--- src/rtl/ecc_loc_pkg.sv ---
package ecc_loc_pkg;
  localparam int BEATS      = 4;
  localparam int BEAT_BITS  = 144;
  localparam int LINE_BITS  = BEATS * BEAT_BITS;
  localparam int FIELDS_PER_BYTE = 4;
  localparam int MAP_BYTES  = LINE_BITS / FIELDS_PER_BYTE;
  localparam int NMAPS      = 2;
  localparam int SYN_W      = 9;
  localparam int POS_W      = $clog2(LINE_BITS);
  localparam int IDX_W      = $clog2(MAP_BYTES);
  localparam int LPOS_W     = POS_W + 2;

  typedef enum logic [1:0] {
    CLS_SINGLE = 2'd0,
    CLS_MULTI  = 2'd1,
    CLS_BAD    = 2'd2
  } syn_class_e;
endpackage

--- src/rtl/ecc_loc_rst_sync.sv ---
module ecc_loc_rst_sync (
  input  logic clk,
  input  logic rst_n,
  output logic rst_q
);
  logic [1:0] sync_q;

  always_ff @(posedge clk or negedge rst_n) begin
    if (!rst_n) sync_q <= 2'b00;
    else        sync_q <= {sync_q[0], 1'b1};
  end

  assign rst_q = sync_q[1];
endmodule

--- src/rtl/ecc_loc_remap.sv ---
module ecc_loc_remap
  import ecc_loc_pkg::*;
(
  input  logic signed [SYN_W-1:0]  syn,
  input  logic [1:0]               beat,
  output syn_class_e               cls,
  output logic signed [LPOS_W-1:0] line_pos
);
  localparam int LOW_BAND  = BEAT_BITS - 16;
  localparam int HIGH_BAND = BEAT_BITS;
  localparam int EXTRA_END = BEAT_BITS + 3;

  int si, ri, pi;

  always_comb begin
    si = int'(syn);
    if (si < LOW_BAND)       ri = si + 16;
    else if (si < HIGH_BAND) ri = si - (HIGH_BAND - 7);
    else if (si < EXTRA_END) ri = si - (EXTRA_END - 4);
    else                     ri = si - EXTRA_END;
    pi = (BEATS - 1 - int'(beat)) * BEAT_BITS + ri;

    if (si == -1)                         cls = CLS_MULTI;
    else if (si < -1 || si > HIGH_BAND)   cls = CLS_BAD;
    else if (pi < 0 || pi >= LINE_BITS)   cls = CLS_BAD;
    else                                  cls = CLS_SINGLE;

    line_pos = LPOS_W'(pi);
  end
endmodule

--- src/rtl/ecc_loc_map_table.sv ---
module ecc_loc_map_table
  import ecc_loc_pkg::*;
(
  input  logic             clk,
  input  logic             wr_en,
  input  logic [IDX_W-1:0] wr_addr,
  input  logic [7:0]       wr_data,
  input  logic [IDX_W-1:0] rd_addr,
  output logic [7:0]       rd_data
);
  logic [7:0] mem [MAP_BYTES];

  always_ff @(posedge clk) begin
    if (wr_en && (wr_addr < IDX_W'(MAP_BYTES))) mem[wr_addr] <= wr_data;
  end

  always_comb begin
    if (rd_addr < IDX_W'(MAP_BYTES)) rd_data = mem[rd_addr];
    else                             rd_data = '0;
  end
endmodule

--- src/rtl/ecc_loc_slot_pick.sv ---
module ecc_loc_slot_pick (
  input  logic [7:0] byte_i,
  input  logic [1:0] slot,
  output logic       offset
);
  always_comb begin
    offset = 1'b0;
    for (int k = 0; k < 4; k++) begin
      if (slot == 2'(k)) offset = byte_i[6 - 2*k];
    end
  end
endmodule

--- src/rtl/ecc_dimm_locator.sv ---
module ecc_dimm_locator
  import ecc_loc_pkg::*;
#(
  parameter int BANK_ID_W       = 4,
  parameter int BANKS_PER_CTRL  = 4,
  parameter int GROUPS          = 2,
  parameter int DIMMS_PER_GROUP = 4,
  localparam int DIMM_W = $clog2(GROUPS * DIMMS_PER_GROUP)
) (
  input  logic                   clk,
  input  logic                   rst_n,
  input  logic                   tbl_wr_en,
  input  logic                   tbl_wr_sel,
  input  logic [IDX_W-1:0]       tbl_wr_addr,
  input  logic [7:0]             tbl_wr_data,
  input  logic                   req_valid,
  input  logic signed [SYN_W-1:0] req_syndrome,
  input  logic [1:0]             req_qw,
  input  logic                   req_bank_hit,
  input  logic [BANK_ID_W-1:0]   req_bank_id,
  input  logic                   req_symmetric,
  output logic                   rsp_valid,
  output logic                   rsp_unknown,
  output logic                   rsp_multi,
  output logic [DIMM_W-1:0]      rsp_dimm,
  output logic [POS_W-1:0]       rsp_bitpos
);
  localparam int GRP_W = (GROUPS > 1) ? $clog2(GROUPS) : 1;

  typedef struct packed {
    logic             valid;
    logic             unknown;
    logic             multi;
    logic [IDX_W-1:0] idx;
    logic [1:0]       slot;
    logic [GRP_W-1:0] grp;
    logic             sym;
    logic [POS_W-1:0] pos;
  } stage1_t;

  logic rst_q;
  ecc_loc_rst_sync u_rst (.clk(clk), .rst_n(rst_n), .rst_q(rst_q));

  // ---------------- stage 1: classify, renumber, locate ----------------
  syn_class_e               cls;
  logic signed [LPOS_W-1:0] line_pos;

  ecc_loc_remap u_remap (
    .syn(req_syndrome), .beat(req_qw), .cls(cls), .line_pos(line_pos)
  );

  stage1_t s1_d, s1_q;
  int      tpos;

  always_comb begin
    tpos       = LINE_BITS - 1 - int'(line_pos);
    s1_d       = '0;
    s1_d.valid = req_valid;
    s1_d.sym   = req_symmetric;
    s1_d.grp   = GRP_W'((int'(req_bank_id) % BANKS_PER_CTRL) % GROUPS);
    if (!req_bank_hit || cls == CLS_BAD) begin
      s1_d.unknown = 1'b1;
      s1_d.grp     = '0;
    end else if (cls == CLS_MULTI) begin
      s1_d.multi = 1'b1;
    end else begin
      s1_d.idx  = IDX_W'(tpos >> 2);
      s1_d.slot = 2'(tpos & 3);
      s1_d.pos  = POS_W'(int'(line_pos));
    end
  end

  always_ff @(posedge clk or negedge rst_q) begin
    if (!rst_q) begin
      s1_q <= '0;
    end else begin
      s1_q.valid <= s1_d.valid;
      if (req_valid) begin
        s1_q.unknown <= s1_d.unknown;
        s1_q.multi   <= s1_d.multi;
        s1_q.idx     <= s1_d.idx;
        s1_q.slot    <= s1_d.slot;
        s1_q.grp     <= s1_d.grp;
        s1_q.sym     <= s1_d.sym;
        s1_q.pos     <= s1_d.pos;
      end
    end
  end

  // ---------------- tables ----------------
  logic [7:0] rd_bytes [NMAPS];

  for (genvar g = 0; g < NMAPS; g++) begin : g_map
    ecc_loc_map_table u_tbl (
      .clk     (clk),
      .wr_en   (tbl_wr_en && (tbl_wr_sel == 1'(g))),
      .wr_addr (tbl_wr_addr),
      .wr_data (tbl_wr_data),
      .rd_addr (s1_q.idx),
      .rd_data (rd_bytes[g])
    );
  end

  // ---------------- stage 2: pick field, form response ----------------
  logic              offset;
  logic [7:0]        sel_byte;
  logic              v2_d, unk2_d, multi2_d;
  logic [DIMM_W-1:0] dimm2_d;
  logic [POS_W-1:0]  pos2_d;
  int                base;

  assign sel_byte = s1_q.sym ? rd_bytes[0] : rd_bytes[1];

  ecc_loc_slot_pick u_pick (.byte_i(sel_byte), .slot(s1_q.slot), .offset(offset));

  always_comb begin
    base     = int'(s1_q.grp) * DIMMS_PER_GROUP;
    v2_d     = s1_q.valid;
    unk2_d   = s1_q.unknown;
    multi2_d = s1_q.multi;
    if (s1_q.unknown) begin
      dimm2_d = '0;
      pos2_d  = '0;
    end else if (s1_q.multi) begin
      dimm2_d = DIMM_W'(base);
      pos2_d  = '0;
    end else begin
      dimm2_d = DIMM_W'(base + int'(offset));
      pos2_d  = s1_q.pos;
    end
  end

  always_ff @(posedge clk or negedge rst_q) begin
    if (!rst_q) begin
      rsp_valid   <= 1'b0;
      rsp_unknown <= 1'b0;
      rsp_multi   <= 1'b0;
      rsp_dimm    <= '0;
      rsp_bitpos  <= '0;
    end else begin
      rsp_valid <= v2_d;
      if (s1_q.valid) begin
        rsp_unknown <= unk2_d;
        rsp_multi   <= multi2_d;
        rsp_dimm    <= dimm2_d;
        rsp_bitpos  <= pos2_d;
      end
    end
  end

  // ---------------- assertions ----------------
  a_r2_latency: assert property (@(posedge clk) disable iff (!rst_q)
    req_valid |-> ##2 rsp_valid);

  a_r2_idle: assert property (@(posedge clk) disable iff (!rst_q)
    !req_valid |-> ##2 !rsp_valid);

  a_r3_flags_exclusive: assert property (@(posedge clk) disable iff (!rst_q)
    rsp_valid |-> !(rsp_unknown && rsp_multi));

  a_r3_unknown_zero: assert property (@(posedge clk) disable iff (!rst_q)
    (rsp_valid && rsp_unknown) |-> (rsp_dimm == '0 && rsp_bitpos == '0));

  a_r4_multi_group_base: assert property (@(posedge clk) disable iff (!rst_q)
    (rsp_valid && rsp_multi) |->
      (rsp_bitpos == '0 && (int'(rsp_dimm) % DIMMS_PER_GROUP) == 0));

  a_r6_bitpos_in_line: assert property (@(posedge clk) disable iff (!rst_q)
    rsp_valid |-> (int'(rsp_bitpos) < LINE_BITS));

  a_r8_offset_one_bit: assert property (@(posedge clk) disable iff (!rst_q)
    (rsp_valid && !rsp_unknown && !rsp_multi) |->
      ((int'(rsp_dimm) % DIMMS_PER_GROUP) < 2));
endmodule

--- config.mk ---
export PLATFORM = sky130hd
export DESIGN_NAME = ecc_dimm_locator
export DESIGN_NICKNAME = d
export VERILOG_FILES = /design/src/rtl/ecc_loc_pkg.sv /design/src/rtl/ecc_loc_rst_sync.sv /design/src/rtl/ecc_loc_remap.sv /design/src/rtl/ecc_loc_map_table.sv /design/src/rtl/ecc_loc_slot_pick.sv /design/src/rtl/ecc_dimm_locator.sv
export SDC_FILE = /design/constraint.sdc
export NUM_CORES = 1
export LEC_CHECK = 0
export BUFFER_PORTS_ARGS = -buffer_cell sky130_fd_sc_hd__buf_2
export CAP_MARGIN = 20
export CORE_ASPECT_RATIO = 1.4
export CORE_MARGIN = 5
export CORE_UTILIZATION = 30
export CTS_CLUSTER_DIAMETER = 120
export CTS_CLUSTER_SIZE = 40
export DETAILED_ROUTE_END_ITERATION = 10
export MAX_ROUTING_LAYER = met4
export SLEW_MARGIN = 15
export SYNTH_ARGS = -nofsm -noshare
export SYNTH_HDL_FRONTEND = slang
export SYNTH_SLANG_ARGS = --single-unit
--- constraint.sdc ---
create_clock -name clk -period 2.85 [get_ports clk]
set_input_delay 0.57 -clock clk [delete_from_list [all_inputs] [get_ports clk]]
set_output_delay 0.57 -clock clk [all_outputs]
set_load 0.03 [all_outputs]
==> impl_metrics.toml, run 1 <==
[routing]
via_per_inst = 5.14
wl_per_cell_um = 26.7
routed_wl_um = 137000
drc = 0
vias = 26400
ant_nets = 0
dr.pass1.iters = 7
drt_first_iter_violations = 2546

[worst_setup_path]
critPathMaxStageDelay_ns = 0.30
critPathArrivalTime_ns = 4.47
cp_slowest_cell = "ha_1"
setup.worst_path.class = "primary input to register"
rrSetupSlack_ns = -0.42
r2r_start = "s1_q[14]"
cpLargestDelayFamily = "compound AO/OA/AOI/OAI gates"
r2r_end = "rsp_dimm[0]"
reg2reg_depth = 10
critPathCaptureType = "register"
startpoint_type = "primary input"
critical_path.max_fanout = 6
timing.critical_path.buf_inv = 3
crit_start = "req_syndrome[1]"
critPathRequiredTime_ns = 3.37

[synthesis]
synth_area_leader_cell = "edfxtp_1"
synth_cells = 2666
synth-adder-area-share = 0.00583
ys.flop_type = "edfxtp_1"
synth_top_family_by_area = "multiplexers"
yosysTopAreaCellShare = 0.713
syn_nets = 2726
synth-simple-area-share = 0.0591
synth-edff-count = 1152
ys_warn_count = 0
ys_seq_elements = 1193
synth_xor_area_frac = 0.00235
synth_area_leaders = "edfxtp_1 71%, mux4_2 12%, nor2_1 2.6%, dfrtp_1 2.1%, mux2i_1 1.4%"
muxShareOfSynthArea = 0.144
syn_area_mm2 = 0.0485
synth_cell_types = 76
synth-compound-area-share = 0.0313
syn_area_per_cell_um2 = 18.2
async_reset_ff_frac = 0.0344
yosysSeqAreaShare = 0.734

[placed_design]
dp_hpwl_um = 97200
place_congestion = 0.920
dpl_cell_area_mm2 = 0.0541
dp.cells = 5044
port_buffers = 45

[sta]
max_freq_ghz = 0.253
min_period_over_period = 1.38
setup_viol = 22
period_minus_slack_ns = 3.95
maxSlewViolCount = 0
fin_ws_ns = -1.10
max_slew.worst_pin.slew_ns = 0.951
rsz0062_at_grt = "yes"
relSlewSlack = 0.360
hold_violations = 0
whs_ns = 0.141
fin_skew_ns = 0.0431

[final_layout]
layoutNonFillerInstCount = 5127
fin_area_mm2 = 0.0556
fin_util = 0.346
fin_nets = 3052
area_delta_synth_final_pct = 14.7
drive_above_1_share = 0.277

[clocking]
worstSkewPairLatency_ns = 0.66
cts_tree = "built"
numCtsBuffers = 36
root_buffer = "clkbuf_16"
cts.path.max_buffers = 3
cts.clk_slew.worst_paths_ns = 0.15
htree_levels = 2
clkSinkCount = 1193

[floorplan]
die_w_um = 350
core_area_mm2 = 0.161
start_util = 0.302
die_area_mm2 = 0.170
pin_count = 54
die_y_um = 486
num_rows = 174

[power]
p_per_area_mw_per_mm2 = 500
ir_drop_mv = 0.365
leakagePower_nw = 17.0

[worst_hold_path]
holdPathEnd = "s1_q[10]"
hold_class = "primary input to register"
hp-start = "req_symmetric"
min_path_cells = 2

[grt]
grt_pass1_wl_um = 198000
grt_max_degree = 72
grt_usage = 0.163
grt_pass1_vias = 27400
antenna_found_initial = 8
overflow = 0

[outcome]
status = "finished with violations"
violations = "setup timing"

[job]
cap_violations = 0
==> layer usage <==
| layer | vias up | global-route usage | share of wire |
|---|---|---|---|
| met2 | 959 | 0.294 | 0.53 |
| li1 | 11200 | - | - |
| met4 | 0 | 0.0615 | 0.045 |
| met1 | 14000 | 0.187 | 0.37 |
| met5 | - | - | 0 |
| met3 | 223 | 0.0197 | 0.054 |
==> layout make-up <==
cell class | count | area [um^2]
Antenna cell | 8 | 20.0
Clock buffer | 49 | 992
Clock inverter | 4 | 73.8
Fill cell | 15200 | 105000
Inverter | 42 | 158
Multi-Input combinational cell | 1267 | 12100
Sequential cell | 1193 | 35600
Tap cell | 2112 | 2640
Timing Repair Buffer | 452 | 4050
==> kinds of logic after synthesis <==
kind of cell	after synthesis
muxes	352
AOI/OAI and AO/OA	216
xor gates and xnor gates	13
and+or+nand+nor	662
buffers and inverters	206
adders and majority gates	22
DFF	1193
other	2
==> Yosys cell counts (22+ instances only) <==
cell,number
edfxtp_1,1152
nor2_1,332
mux4_2,269
nand2_1,159
clkbuf_1,75
mux2i_1,70
nand3_1,52
dfrtp_1,41
o21ai_0,38
inv_1,37
buf_2,34
buf_4,28
a22oi_1,26
a21oi_1,25
o22ai_1,22
==> how the worst max path moves through the flow <==
| stage | slack [ns] | cells after the start | endpoint |
|---|---|---|---|
| 2_1_floorplan | -1.52 | 26 | s1_q[21] |
| 3_3_place_gp | -1.86 | 26 | s1_q[21] |
| 3_5_place_dp | -1.83 | 26 | s1_q[0] |
| 4_1_cts | -1.13 | 28 | s1_q[16] |
| 5_1_grt | -1.38 | 27 | s1_q[13] |
| 6_report | -1.10 | 27 | s1_q[17] |
==> what timing repair did <==
| action | in CTS | in global routing |
|---|---|---|
| hold buffers | 1 | 0 |
| gates cloned | 3 | 2 |
| resized for setup | 30 | 34 |
| buffers inserted | 13 | 6 |
| hold endpoints to repair | 2 | 0 |
| setup endpoints to repair | 22 | 22 |
| pin swaps | 28 | 31 |
==> registers in the layout, indices dropped and copies added (netlist names), 2 cells and up <==
name / count
rsp_dimm: 2
s1_q: 21
g_map.u_tbl.mem: 1152
rsp_bitpos: 10
u_rst.sync_q: 2
==> cells in the final DEF (no fill, tap or decap), types with 10 or more instances in the layout <==
master / count
clkbuf_16: 40
mux4_2: 270
buf_4: 347
edfxtp_1: 1152
xnor2_1: 10
o21ai_0: 31
a211oi_1: 11
a22oi_1: 26
buf_2: 39
nand4_1: 17
nand2_1: 157
nand3_1: 48
clkbuf_1: 11
o32ai_2: 11
nor3_1: 20
dfrtp_1: 35
buf_12: 48
ha_1: 16
nor4_1: 13
inv_1: 35
a21oi_1: 24
nor2b_1: 19
mux2i_1: 69
o22ai_1: 21
nor2_1: 329
nand2b_1: 10
==> power by group <==
part	leakage, nW	switching, mW	internal, mW
combinational	5.55	0.683	0.332
sequential	10.9	0.0174	19.2
clock	0.513	5.03	2.55
total	17.0	5.73	22.1
==> stage by stage <==
stage / total power [mW] / setup WS, ns / TNS (ns)
floorplan: 19.9 / -1.52 / -31.37
global placement: 20.6 / -1.86 / -39.15
detailed placement: 20.6 / -1.83 / -38.31
CTS: 28.0 / -1.13 / -23.39
global route: 28.6 / -1.38 / -28.78
finish: 27.8 / -1.10 / -22.98
Note: power is estimated with default switching activity, not from simulation.
==> run 2: changes to the inputs <==
--- a/config.mk
+++ b/config.mk
@@ -5,6 +5,7 @@
 export SDC_FILE = /design/constraint.sdc
 export NUM_CORES = 1
 export LEC_CHECK = 0
+export ABC_AREA = 1
 export BUFFER_PORTS_ARGS = -buffer_cell sky130_fd_sc_hd__buf_2
 export CAP_MARGIN = 20
 export CORE_ASPECT_RATIO = 1.4
==> impl_metrics.toml, run 2 <==
[outcome]
status = "finished with violations"
violations = "setup timing"

[grt]
antenna_found_initial = 10
grt_max_degree = 122
overflow = 0
grt_pass1_wl_um = 211000
grt_pass1_vias = 34200
grt_usage = 0.160

[worst_setup_path]
startpoint_type = "primary input"
cp_slowest_cell = "ha_1"
critPathArrivalTime_ns = 4.16
critPathMaxStageDelay_ns = 0.30
crit_start = "req_syndrome[0]"
setup.worst_path.class = "primary input to register"
crit_path_frequent_cell = "nand2_2"
critical_path.max_fanout = 7
critPathCaptureType = "register"
r2r_start = "s1_q[14]"
critPathRequiredTime_ns = 3.45

[power]
leakagePower_nw = 19.5
intPower_mw = 22.0
clkPwrFrac = 0.268
ir_drop_mv = 0.478
switching_share = 0.211
power.net_switching_mw = 5.87
seqPwrFrac = 0.690
comb_power_share = 0.041
p_per_area_mw_per_mm2 = 489

[placed_design]
pre_cts_ws_ns = -1.50
dp_hpwl_um = 93400
port_buffers = 45
place_congestion = 0.901

[floorplan]
start_util = 0.301
die_y_um = 496
pin_count = 54
die_area_mm2 = 0.177
num_rows = 178
core_area_mm2 = 0.168
die_w_um = 357

[sta]
period_minus_slack_ns = 3.56
fin_ws_ns = -0.707
maxSlewViolCount = 0
hold_violations = 0
setup_viol = 22
max_slew.worst_pin.slew_ns = 0.893
fin_skew_ns = 0.0426
relSlewSlack = 0.404
max_freq_ghz = 0.281
min_period_over_period = 1.25
rsz0062_at_grt = "yes"

[final_layout]
reg.largest.list = "g_map.u_tbl.mem: 1152 flops, s1_q: 21 flops, rsp_bitpos: 10 flops"
final_cell_mix = "1350 x nand2_1, 1152 x edfxtp_1, 904 x nand3_1"
area_delta_synth_final_pct = 12.6
fin_util = 0.339
fill_cells = 16800
drive_above_1_share = 0.0992
final_common_cell = "nand2_1"
fin_nets = 4748
largest_reg_flops = 1152
top_register = "g_map.u_tbl.mem"

[synthesis]
synth_top_family_by_area = "simple AND/OR/NAND/NOR gates"
ys.flop_type = "edfxtp_1"
synth-edff-count = 1152
synth-adder-area-share = 0.00559
synth_cell_types = 42
synth_xor_area_frac = 0.00139
syn_nets = 4669
synth.most_common_cell = "nand2_1"
muxShareOfSynthArea = 0
synth_area_leaders = "edfxtp_1 68%, nand2_1 10%, nand3_1 9.0%, nor2_1 3.5%, dfrtp_1 2.0%"
synth-simple-area-share = 0.231
async_reset_ff_frac = 0.0344
synth_cells = 4609
synth-compound-area-share = 0.0273
syn_area_per_cell_um2 = 11.0
ys_warn_count = 0
yosysTopAreaCellShare = 0.684
synth_area_leader_cell = "edfxtp_1"
yosysSeqAreaShare = 0.704
ys_seq_elements = 1193
ys_top_cells_by_count = "1356 x nand2_1, 1152 x edfxtp_1, 913 x nand3_1"
syn_area_mm2 = 0.0506

[routing]
drt_first_iter_violations = 3209
dr.pass1.iters = 8
wl_per_cell_um = 20.7
via_per_inst = 4.96
routed_wl_um = 144000
drc = 0
ant_nets = 0
vias = 34500

[clocking]
clkSinkCount = 1193
htree_levels = 2
root_buffer = "clkbuf_16"
cts.clk_slew.worst_paths_ns = 0.14
numCtsBuffers = 36
cts.path.max_buffers = 3
worstSkewPairLatency_ns = 0.69
cts_tree = "built"

[worst_hold_path]
hold_class = "primary input to register"
hp-start = "req_valid"

[job]
cap_violations = 0
-- run 2: cell count changes after synthesis, moves of 25 or more --
| cell | previous run | this run |
|---|---|---|
| a22oi_1 | 26 | 1 |
| buf_1 | 5 | 40 |
| buf_2 | 34 | 104 |
| buf_4 | 28 | 2 |
| clkbuf_1 | 75 | 150 |
| mux2i_1 | 70 | 0 |
| mux4_2 | 269 | 0 |
| nand2_1 | 159 | 1356 |
| nand3_1 | 52 | 913 |
| nor2_1 | 332 | 474 |
| o21ai_0 | 38 | 135 |
-- run 2: area by class of cell --
cell class,instances,area (um^2),share of cell area
Multi-Input combinational cell,3048,13600,0.240
Clock buffer,40,916,0.0161
Tap cell,2250,2820,0.0495
Clock inverter,6,97.6,0.00171
Timing Repair Buffer,340,3490,0.0613
Sequential cell,1193,35600,0.626
Inverter,69,302,0.00530
Antenna cell,11,27.5,0.000484
-- run 2: logic make-up (layout without fill, tap and decap cells) --
logic type | after synthesis | count (layout)
AO/OA/AOI/OAI | 239 | 239
XOR/XNOR | 8 | 8
adder cells (fa/ha/maj) | 22 | 22
buffers and inverters | 368 | 455
flip-flops | 1193 | 1193
other | 2 | 13
AND/OR/NAND/NOR | 2777 | 2777
-- run 2: per-stage QoR --
step | power [mW] | hold slack [ns] | TNS, ns | instance area [um^2] | std cells
4_1_cts | 28.0 | 0.0719 | -13.52 | 56300 | 6924
5_1_grt | 28.6 | 0.0780 | -20.03 | 56900 | 6956
3_3_place_gp | 20.7 | 0.338 | -31.65 | 55200 | 6865
3_5_place_dp | 20.7 | 0.337 | -30.89 | 55200 | 6865
2_1_floorplan | 20.0 | 0.274 | -20.42 | 50600 | 4609
6_report | 27.9 | 0.108 | -14.20 | 56900 | 6957
-- run 2: timing repair --
| item | CTS | global route |
|---|---|---|
| buffers inserted | 12 | 13 |
| gates resized for setup | 15 | 41 |
| endpoints found under the setup margin | 22 | 22 |
| hold buffers | 1 | 0 |
| endpoints found under the hold margin | 2 | 0 |
| cloned | 0 | 9 |
| pin swaps | 3 | 8 |
-- run 2: power groups by stage --
stage | registers (mW) | logic, mW | clock network [mW]
after floorplan | 19.6 | 0.341 | 0
after global routing | 19.2 | 1.24 | 8.16
after detailed placement | 19.6 | 1.09 | 0
after global placement | 19.6 | 1.09 | 0
final | 19.2 | 1.15 | 7.47
after CTS | 19.2 | 1.12 | 7.62
-- run 2: metal layers --
| layer | part of all wire | up-vias | GRT usage | wire length [um] |
|---|---|---|---|---|
| met4 | 0.052 | 0 | 0.0731 | 7540 |
| li1 | - | 16200 | - | - |
| met5 | 0 | - | - | 0 |
| met1 | 0.38 | 16900 | 0.184 | 55000 |
| met3 | 0.058 | 286 | 0.0200 | 8420 |
| met2 | 0.51 | 1164 | 0.278 | 73000 |
-- run 2: path summary, 6_finish.rpt --
path | cells after the start | endpoint | slack, ns
setup / recovery | 34 | s1_q[4] | -0.71
hold / removal | 1 | v2_d | 0.11
setup reg to reg | 15 | rsp_dimm[0] | -0.03
hold reg to reg | 0 | u_rst.sync_q[1] | 0.37
max in group asynchronous | 0 | s1_q[15] | 1.79
min in group asynchronous | 2 | u_rst.sync_q[1] | 0.22
-- run 2: critical path, delay by kind of cell --
family,cells,cell delay [ns]
AO/OA/AOI/OAI,6,0.64
adder cells (fa/ha/maj),3,0.74
buffers and inverters,4,0.35
AND/OR/NAND/NOR,21,1.84
